$ cat src/rtl/spi_mon_pkg.sv
package spi_mon_pkg;

    typedef enum logic [1:0] {
        MODE_0 = 2'd0,
        MODE_1 = 2'd1,
        MODE_2 = 2'd2,
        MODE_3 = 2'd3
    } spi_mode_e;

    function automatic spi_mode_e mode_of(input logic cpol, input logic cpha);
        return spi_mode_e'({cpol, cpha});
    endfunction

    // Level the serial clock takes right after a sampling edge.
    function automatic logic sample_level(input spi_mode_e mode);
        case (mode)
            MODE_0, MODE_3: return 1'b1;
            default:        return 1'b0;
        endcase
    endfunction

endpackage

$ cat src/rtl/spi_mon_sync.sv
module spi_mon_sync #(
    parameter int WIDTH  = 4,
    parameter int STAGES = 2
) (
    input  logic             clk,
    input  logic [WIDTH-1:0] din,
    output logic [WIDTH-1:0] dout
);
    for (genvar b = 0; b < WIDTH; b++) begin : g_bit
        logic [STAGES-1:0] chain_d, chain_q;

        always_comb begin
            chain_d = {chain_q[STAGES-2:0], din[b]};
        end

        always_ff @(posedge clk) begin
            chain_q <= chain_d;
        end

        assign dout[b] = chain_q[STAGES-1];
    end
endmodule

$ cat src/rtl/spi_mon_edge.sv
module spi_mon_edge
    import spi_mon_pkg::*;
(
    input  logic clk,
    input  logic rst,
    input  logic sck_s,
    input  logic cfg_cpol,
    input  logic cfg_cpha,
    output logic sample
);
    logic prev_d, prev_q;
    logic want_level;

    always_comb begin
        want_level = sample_level(mode_of(cfg_cpol, cfg_cpha));
        prev_d     = rst ? cfg_cpol : sck_s;
        sample     = !rst && (sck_s != prev_q) && (sck_s == want_level);
    end

    always_ff @(posedge clk) begin
        prev_q <= prev_d;
    end
endmodule

$ cat src/rtl/spi_mon_asm.sv
module spi_mon_asm #(
    parameter int MAX_WORD = 32,
    parameter int CNT_W    = 16,
    parameter int LEN_W    = $clog2(MAX_WORD + 1)
) (
    input  logic                clk,
    input  logic                rst,
    input  logic                sample,
    input  logic                cs_inactive,
    input  logic                mosi_bit,
    input  logic                miso_bit,
    input  logic                cfg_lsb_first,
    input  logic [LEN_W-1:0]    cfg_word_len,
    output logic                valid,
    output logic [MAX_WORD-1:0] mosi_word,
    output logic [MAX_WORD-1:0] miso_word,
    output logic                warn,
    output logic [CNT_W-1:0]    count
);
    typedef struct packed {
        logic [MAX_WORD-1:0] mosi_acc;
        logic [MAX_WORD-1:0] miso_acc;
        logic [LEN_W-1:0]    bitcnt;
        logic                warn_acc;
        logic                valid;
        logic [MAX_WORD-1:0] mosi_out;
        logic [MAX_WORD-1:0] miso_out;
        logic                warn_out;
        logic [CNT_W-1:0]    count;
    } asm_state_t;

    asm_state_t st_d, st_q;
    logic [LEN_W-1:0] slot;
    logic             last_bit;
    logic             word_warn_d;

    always_comb begin
        st_d       = st_q;
        st_d.valid = 1'b0;
        slot       = cfg_lsb_first ? st_q.bitcnt
                                   : LEN_W'(cfg_word_len - LEN_W'(1) - st_q.bitcnt);
        last_bit   = ({1'b0, st_q.bitcnt} + (LEN_W + 1)'(1)) == {1'b0, cfg_word_len};
        word_warn_d = (st_q.bitcnt == '0) ? cs_inactive : st_q.warn_acc;

        if (sample) begin
            for (int i = 0; i < MAX_WORD; i++) begin
                if (LEN_W'(i) == slot) begin
                    st_d.mosi_acc[i] = mosi_bit;
                    st_d.miso_acc[i] = miso_bit;
                end
            end
            if (last_bit) begin
                st_d.mosi_out = st_d.mosi_acc;
                st_d.miso_out = st_d.miso_acc;
                st_d.warn_out = word_warn_d;
                st_d.valid    = 1'b1;
                st_d.count    = st_q.count + CNT_W'(1);
                st_d.mosi_acc = '0;
                st_d.miso_acc = '0;
                st_d.bitcnt   = '0;
                st_d.warn_acc = 1'b0;
            end else begin
                st_d.bitcnt   = st_q.bitcnt + LEN_W'(1);
                st_d.warn_acc = word_warn_d;
            end
        end
    end

    always_ff @(posedge clk) begin
        if (rst) st_q <= '0;
        else     st_q <= st_d;
    end

    assign valid     = st_q.valid;
    assign mosi_word = st_q.mosi_out;
    assign miso_word = st_q.miso_out;
    assign warn      = st_q.warn_out;
    assign count     = st_q.count;
endmodule

$ cat src/rtl/spi_monitor.sv
module spi_monitor #(
    parameter int MAX_WORD = 32,
    parameter int CNT_W    = 16,
    parameter int LEN_W    = $clog2(MAX_WORD + 1)
) (
    input  logic                clk,
    input  logic                rst,
    input  logic                spi_sck,
    input  logic                spi_cs,
    input  logic                spi_mosi,
    input  logic                spi_miso,
    input  logic                cfg_cpol,
    input  logic                cfg_cpha,
    input  logic                cfg_cs_high,
    input  logic                cfg_lsb_first,
    input  logic [LEN_W-1:0]    cfg_word_len,
    output logic                word_valid,
    output logic [MAX_WORD-1:0] mosi_word,
    output logic [MAX_WORD-1:0] miso_word,
    output logic                word_warn,
    output logic [CNT_W-1:0]    word_count
);
    localparam int N_LINES = 4;

    logic [N_LINES-1:0] lines_s;
    logic               sample;

    spi_mon_sync #(.WIDTH(N_LINES), .STAGES(2)) u_sync (
        .clk  (clk),
        .din  ({spi_miso, spi_mosi, spi_cs, spi_sck}),
        .dout (lines_s)
    );

    spi_mon_edge u_edge (
        .clk      (clk),
        .rst      (rst),
        .sck_s    (lines_s[0]),
        .cfg_cpol (cfg_cpol),
        .cfg_cpha (cfg_cpha),
        .sample   (sample)
    );

    spi_mon_asm #(.MAX_WORD(MAX_WORD), .CNT_W(CNT_W), .LEN_W(LEN_W)) u_asm (
        .clk           (clk),
        .rst           (rst),
        .sample        (sample),
        .cs_inactive   (lines_s[1] != cfg_cs_high),
        .mosi_bit      (lines_s[2]),
        .miso_bit      (lines_s[3]),
        .cfg_lsb_first (cfg_lsb_first),
        .cfg_word_len  (cfg_word_len),
        .valid         (word_valid),
        .mosi_word     (mosi_word),
        .miso_word     (miso_word),
        .warn          (word_warn),
        .count         (word_count)
    );
endmodule

$ cat config.mk
export PLATFORM = sky130hd
export DESIGN_NAME = spi_monitor
export DESIGN_NICKNAME = d
export VERILOG_FILES = /design/src/rtl/spi_mon_pkg.sv /design/src/rtl/spi_mon_sync.sv /design/src/rtl/spi_mon_edge.sv /design/src/rtl/spi_mon_asm.sv /design/src/rtl/spi_monitor.sv
export SDC_FILE = /design/constraint.sdc
export NUM_CORES = 1
export LEC_CHECK = 0
export BUFFER_PORTS_ARGS = -buffer_cell sky130_fd_sc_hd__buf_2
export CORE_ASPECT_RATIO = 0.5
export CORE_MARGIN = 2
export CORE_UTILIZATION = 53
export DETAILED_ROUTE_END_ITERATION = 16
export PLACE_DENSITY = 0.76
export SLEW_MARGIN = 15
export SYNTH_ARGS = -nofsm -noshare
export SYNTH_HDL_FRONTEND = slang
export SYNTH_SLANG_ARGS = --single-unit
export TNS_END_PERCENT = 50
$ cat constraint.sdc
create_clock -name clk -period 2.7 [get_ports clk]
set_input_delay 0.405 -clock clk [delete_from_list [all_inputs] [get_ports clk]]
set_output_delay 0.405 -clock clk [all_outputs]
set_load 0.005 [all_outputs]
After elaboration in Yosys (flattened, before gate mapping):

Index checks and enable logic that the tools add are counted.

* div/mod/pow operators: 0
* add/sub/neg operators: 5
* eq/ne operators: 36
* $lt $le $gt $ge: 0
* multipliers: 0
* bitwise logic cells: 1
* shifts and indexed selects: 0
* mux-type cells: 71
* reductions and logical operators: 9

Operators with widths (number)
* equality test 5 x 6 -> 1 bit (first input constant): 16
* two-way mux 82 bit: 1
* two-way mux 1 bit: 67
* two-way mux 64 bit: 1
* equality test 4 x 6 -> 1 bit (first input constant): 8
* equality test 3 x 6 -> 1 bit (first input constant): 4
* adder 16 x 1 -> 16 bit (second input constant): 1
* equality test 2 x 6 -> 1 bit (first input constant): 2
* zero test 6 bit: 2
* adder 6 x 1 -> 7 bit (second input constant): 1
* equality test 7 x 6 -> 1 bit: 1
* two-way mux 7 bit: 1
* adder 6 x 1 -> 6 bit (second input constant): 1
* equality test 1 x 6 -> 1 bit (first input constant): 1
* two-way mux 6 bit: 1
* subtractor 6 x 1 -> 6 bit (second input constant): 1
* subtractor 6 bit: 1
* OR reduction 2 bit: 2
* equality test 2 bit (second input constant): 1
* logical AND 1 bit: 2
* zero test 2 bit: 1
* inequality test 1 bit: 2
* AND reduction 2 bit: 1
* equality test 1 bit: 1
* other kinds (2): 2

* bits in writable memories: 0
* register bits after elaboration: 162
* output and inout bits: 82
* ROM bits: 0
* latch bits: 0
* memories: 0

Longest topological paths before layout:

* depth after elaboration: 7
* depth in mapped cells: 12
* gate-level depth less buffers: 10

Modules after synthesis:

From an unflattened synthesis, not the netlist that was laid out.

* cell total of the unflattened synthesis: 924
* area, all modules: 8530.7 um^2

Modules (own cells, without submodules)
* spi_mon_asm: cells an instance 905, area each 8265.4 um^2, times used 1
* spi_mon_sync: cells an instance 12, area each 190.2 um^2, times used 1
* spi_mon_edge: cells an instance 6, area each 66.3 um^2, times used 1
* spi_monitor: cells an instance 1, area each 8.8 um^2, times used 1

Worst setup path after synthesis:

Ideal clock, no wire load.

* path kind: flip-flop to flip-flop
* from: register u_asm.st_q[83] (netlist name)
* to: register u_asm.st_q[123] (netlist name)
* setup time: 79 ps
* path buffers: 2
* slack: 95 ps
* data required time: 2621 ps
* stages on the path, launching flop included: 13
* data arrival time: 2526 ps
* cells stage by stage: dfxtp_1 -> inv_1 -> ha_1 -> inv_1 -> fa_1 -> nand2b_1 -> a21oi_1 -> xor2_1 -> o31a_1 -> clkbuf_1 -> clkbuf_1 -> o211ai_1 -> o211ai_1

* longest elaborated chain between the ends: 5

RTL lines
* start: declaration: line spi_mon_asm.sv:32 `asm_state_t st_d, st_q;`
* start signal: assignment: line spi_mon_asm.sv:71 `else st_q <= st_d;`
* subtractor 6 bit: line spi_mon_asm.sv:41 `: LEN_W'(cfg_word_len - LEN_W'(1) - st_q.bitcnt);`
* two-way mux 6 bit: line spi_mon_asm.sv:40 `slot = cfg_lsb_first ? st_q.bitcnt`
* equality test 2 x 6 -> 1 bit: line spi_mon_asm.sv:47 `if (LEN_W'(i) == slot) begin`
* two-way mux 1 bit: line spi_mon_asm.sv:47
* two-way mux 64 bit (*): line spi_mon_asm.sv:52 `if (last_bit) begin`

Mark *: on every way between the ends. The rest lies on a longest branch, timed or not.
A chain may end at the register's enable or synchronous reset.

Worst setup path after layout:

* from: register u_asm.st_q[83] (netlist name)
* to: register u_asm.st_q, in the netlist u_asm.miso_word[2]

* longest elaborated chain between the ends: 4

RTL lines (line)
* subtractor 6 bit: spi_mon_asm.sv:41
* two-way mux 6 bit: spi_mon_asm.sv:40
* equality test 2 x 6 -> 1 bit: spi_mon_asm.sv:47
* two-way mux 1 bit: spi_mon_asm.sv:47

Parallel ways exist; a longest one is shown, timed or not.

==> results.env <==
COUNT_OF_ANTENNA_DIODES_IN_THE_LAYOUT=0
SYNTH_TOP_AREA_CELL='dfxtp_1'
FINAL_HOLD_VIOS=0
NETLIST-CELL-TYPE-COUNT=49
FINALWIRELENGTH_MM=24.63
CRIT_ARRIVAL_PS=2960
TOTAL_POWER_mW=5.667
DIE-AREA_MM2=0.01746
P_LEAK_nW=3.324
CRIT_FANOUT=20
GRT_SETUP_UNREPAIRED='yes'
BUFFER_PORTS.INSERTED=97
TIGHTEST_SLEW_PS=784.4
YS_SEQ_ELEMENTS=162
SYNTH_WARNINGS=0
SYNTH_CELLS=991
MAXCAPVIOLATIONS=0
SYNTH_SEQ_AREA_SHARE_PCT=37.40
YOSYSMOSTFREQUENTCELL='o211ai_1'
TIMING.FINAL.CRIT_PERIOD_PS=2610
MULTI_INPUT_AREA_MM2=0.004444
SETUP_VIOL=0
CTS.ROOT.BUFFER_CELL='clkbuf_16'
YS_TOP_CELLS_BY_COUNT='250 x o211ai_1, 162 x dfxtp_1, 83 x buf_4'
SYNTHESIS.AREA_MM2=0.008671
CP-END-KIND='flip-flop'
AVGROUTEDWIREPERCELL_UM=20.34
NETS=1002
FINAL_UTIL_PCT=62.40
YOSYS-TOP-CELLS-AREA='dfxtp_1 37%, o211ai_1 22%, buf_4 7.2%, o2111ai_1 6.5%, nand2_1 3.5%'
DRT-INITIAL-DRC-COUNT=777
FF2FF_SETUP_SLACK_PS=90
FLOW.AREA_GROWTH_FROM_SYNTHESIS_PCT=12.94
DRV_SLEW=0
POSTSYNTHNETCOUNT=1016
CHIPHEIGHT_UM=94.45
POST-ROUTE-DRC-COUNT=0
FINAL_ANTENNA_NET_COUNT=0
FINAL.SETUP_SKEW_PS=13.90
CLOCK_SINK_COUNT=162
HTREE_NUM_LEVELS=4
DRIVE_GT1_SHARE_PCT=23.64
PLACER_CONGESTION=0.8779
ROUTED_VIA_DENSITY=6.538
CRIT_PATH_START='u_asm.st_q[83]'
MAX_FREQ_GHz=0.3831
WORST_IR_DROP_VDD_mV=0.4631
TOTAL_POWER_DIVIDED_BY_CELL_AREA_mW_PER_MM2=578.6
MAX-SLEW-MARGIN-REL_PCT=47.71
SYNTH_LARGEST_TYPE_AREA_FRACTION_PCT=37.40
TRITONCTS_CLOCK_TREE='done'
FILL_COUNT=1327
WORST_R2R_STARTPOINT='u_asm.st_q[83]'
FIN_CELLS=1211
GLOBAL_ROUTE.OVERFLOW_TOTAL=0
SYNTHARSTFLOPSHARE_PCT=0
GRT_UTIL_ALL_LAYERS_PCT=28.39
CLOCK_TREE.BUFFER_DEPTH=2
STATUS='completed'
HPWL_MM=14.93
FLOORPLAN.INITIALDENSITY_PCT=55.25
HOLD_PATH.CLASS='input port to flip-flop'
GRT_PASS1_VIAS=7669
FIN_CRIT_SH_PCT=96.67
ENDPOINT_REQUIRED_TIME_ON_THE_CRITICAL_PATH_PS=3050
DRT_PRE_ANTENNA_ITERS=7
WIRE_LENGTH_OF_THE_FIRST_GLOBAL_ROUTING_PASS_MM=39.61
GRT_MAX_DEGREE=80
INITIAL_ANTENNA_VIOLATION_COUNT=0
HP-START='spi_cs'
CLK_TRANSITION_REPORTED_PATHS_PS=70
CORE_MM2=0.01570
CTS_MADE_BUFFERS=17
SYNTH_ENABLE_FLOP_CELLS=0
DIEWIDTH_UM=184.9
ROUTED-VIA-COUNT=7917
SETUP.WORST_PATH.START_CLASS='flip-flop'
SYN-MEAN-INSTANCE-AREA_UM2=8.750
INSERTION_DELAY_PS=430
WORST_SETUP_PATH_CATEGORY='flip-flop to flip-flop'
PLACEMENT_ROWS=32
PLACE_INST=1172
NUM_IO_PINS=98
SEQUENTIAL_CELL_AREA_MM2=0.003244
SYNTH-MAIN-FF-CELL='dfxtp_1'
worst max-delay path, cell delays in order, from the launching register on:
cell and delay, ps:
dfxtp_1 330, inv_2 90, ha_2 190, inv_1 50, fa_2 350, nand2b_4 160
a21oi_4 190, xor2_2 110, o31a_1 340, buf_12 190, or2_2 340, o211ai_1 190
cells by family after synthesis:
family                     share of synthesized area, %
and+or+nand+nor                                   13.30
buffers and inverters                             12.67
muxes                                             1.659
AOI/OAI and AO/OA                                 32.37
xor gates and xnor gates                          1.212
DFF                                               37.40
adders and majority gates                         1.385
what timing repair did:
item | in CTS | in global routing
buffers inserted | 1 | 4
gates cloned | 1 | 1
hold buffers | 0 | 0
resized for setup | 4 | 19
endpoints found under the setup margin | 58 | 131
pin swaps | 4 | 4
power breakdown:
group	switching (mW)	internal, mW	leakage (nW)	total [mW]
logic	0.457	0.216	1.71	0.672
clock network	1.09	1.49	0.302	2.58
registers	0.0114	2.41	1.31	2.42
total	1.56	4.11	3.32	5.67
registers in the layout, summed over array words and instances, names as in the netlist:
signal                count
u_asm.st_q               71
u_asm.count              16
u_asm.warn                1
u_asm.miso_word          32
u_edge.prev_q             1
u_sync.g_bit.chain_q      8
u_asm.mosi_word          32
u_asm.valid               1
final timing paths:
kind,endpoint,depth (start not counted)
min,u_sync.g_bit[1].chain_q[0],1
max,u_asm.miso_word[2],11
min reg2reg,u_sync.g_bit[1].chain_q[1],0
max reg2reg,u_asm.miso_word[2],11
routing by layer:
metal,part of all wire [%],GRT usage (%)
met4,1.5,10.32
met2,46,45.76
met3,7.2,6.595
met5,0,0
met1,46,37.49
cell usage in the layout (no fill, tap or decap), types with 9 or more instances in the layout:
master     instances
nor2_1            19
o211ai_1         250
buf_4             41
inv_1              9
nor2b_1           12
o2111ai_1         63
or2_1             10
buf_2             97
dfxtp_1          161
a21oi_1           19
or3_1             11
xnor2_1            9
clkbuf_16         18
or2_2             16
nand2_1           82
nand3_1           34
buf_12            15
area by class of cell:
class | instances | share of cell area (%)
tap | 221 | 2.824
sequential | 162 | 33.13
clock inverter | 14 | 1.955
multi-input combinational | 629 | 45.38
clock buffer | 18 | 4.382
timing repair buffer | 156 | 11.91
inverter | 11 | 0.4216
per-stage QoR:
| stage | setup WS, ps | setup TNS [ps] | hold WS [ps] | area [um2] |
|---|---|---|---|---|
| after detailed placement | -139.4 | -3240 | 315.0 | 8977 |
| after floorplan | 94.56 | 0 | 309.6 | 8671 |
| after global routing | -7.418 | -7.418 | 69.28 | 9793 |
| after CTS | 12.76 | 0 | 71.44 | 9652 |
| final | 89.87 | 0 | 79.46 | 9793 |
| after global placement | 20.03 | 0 | 310.4 | 8977 |
(Power assumes the default switching activity.)
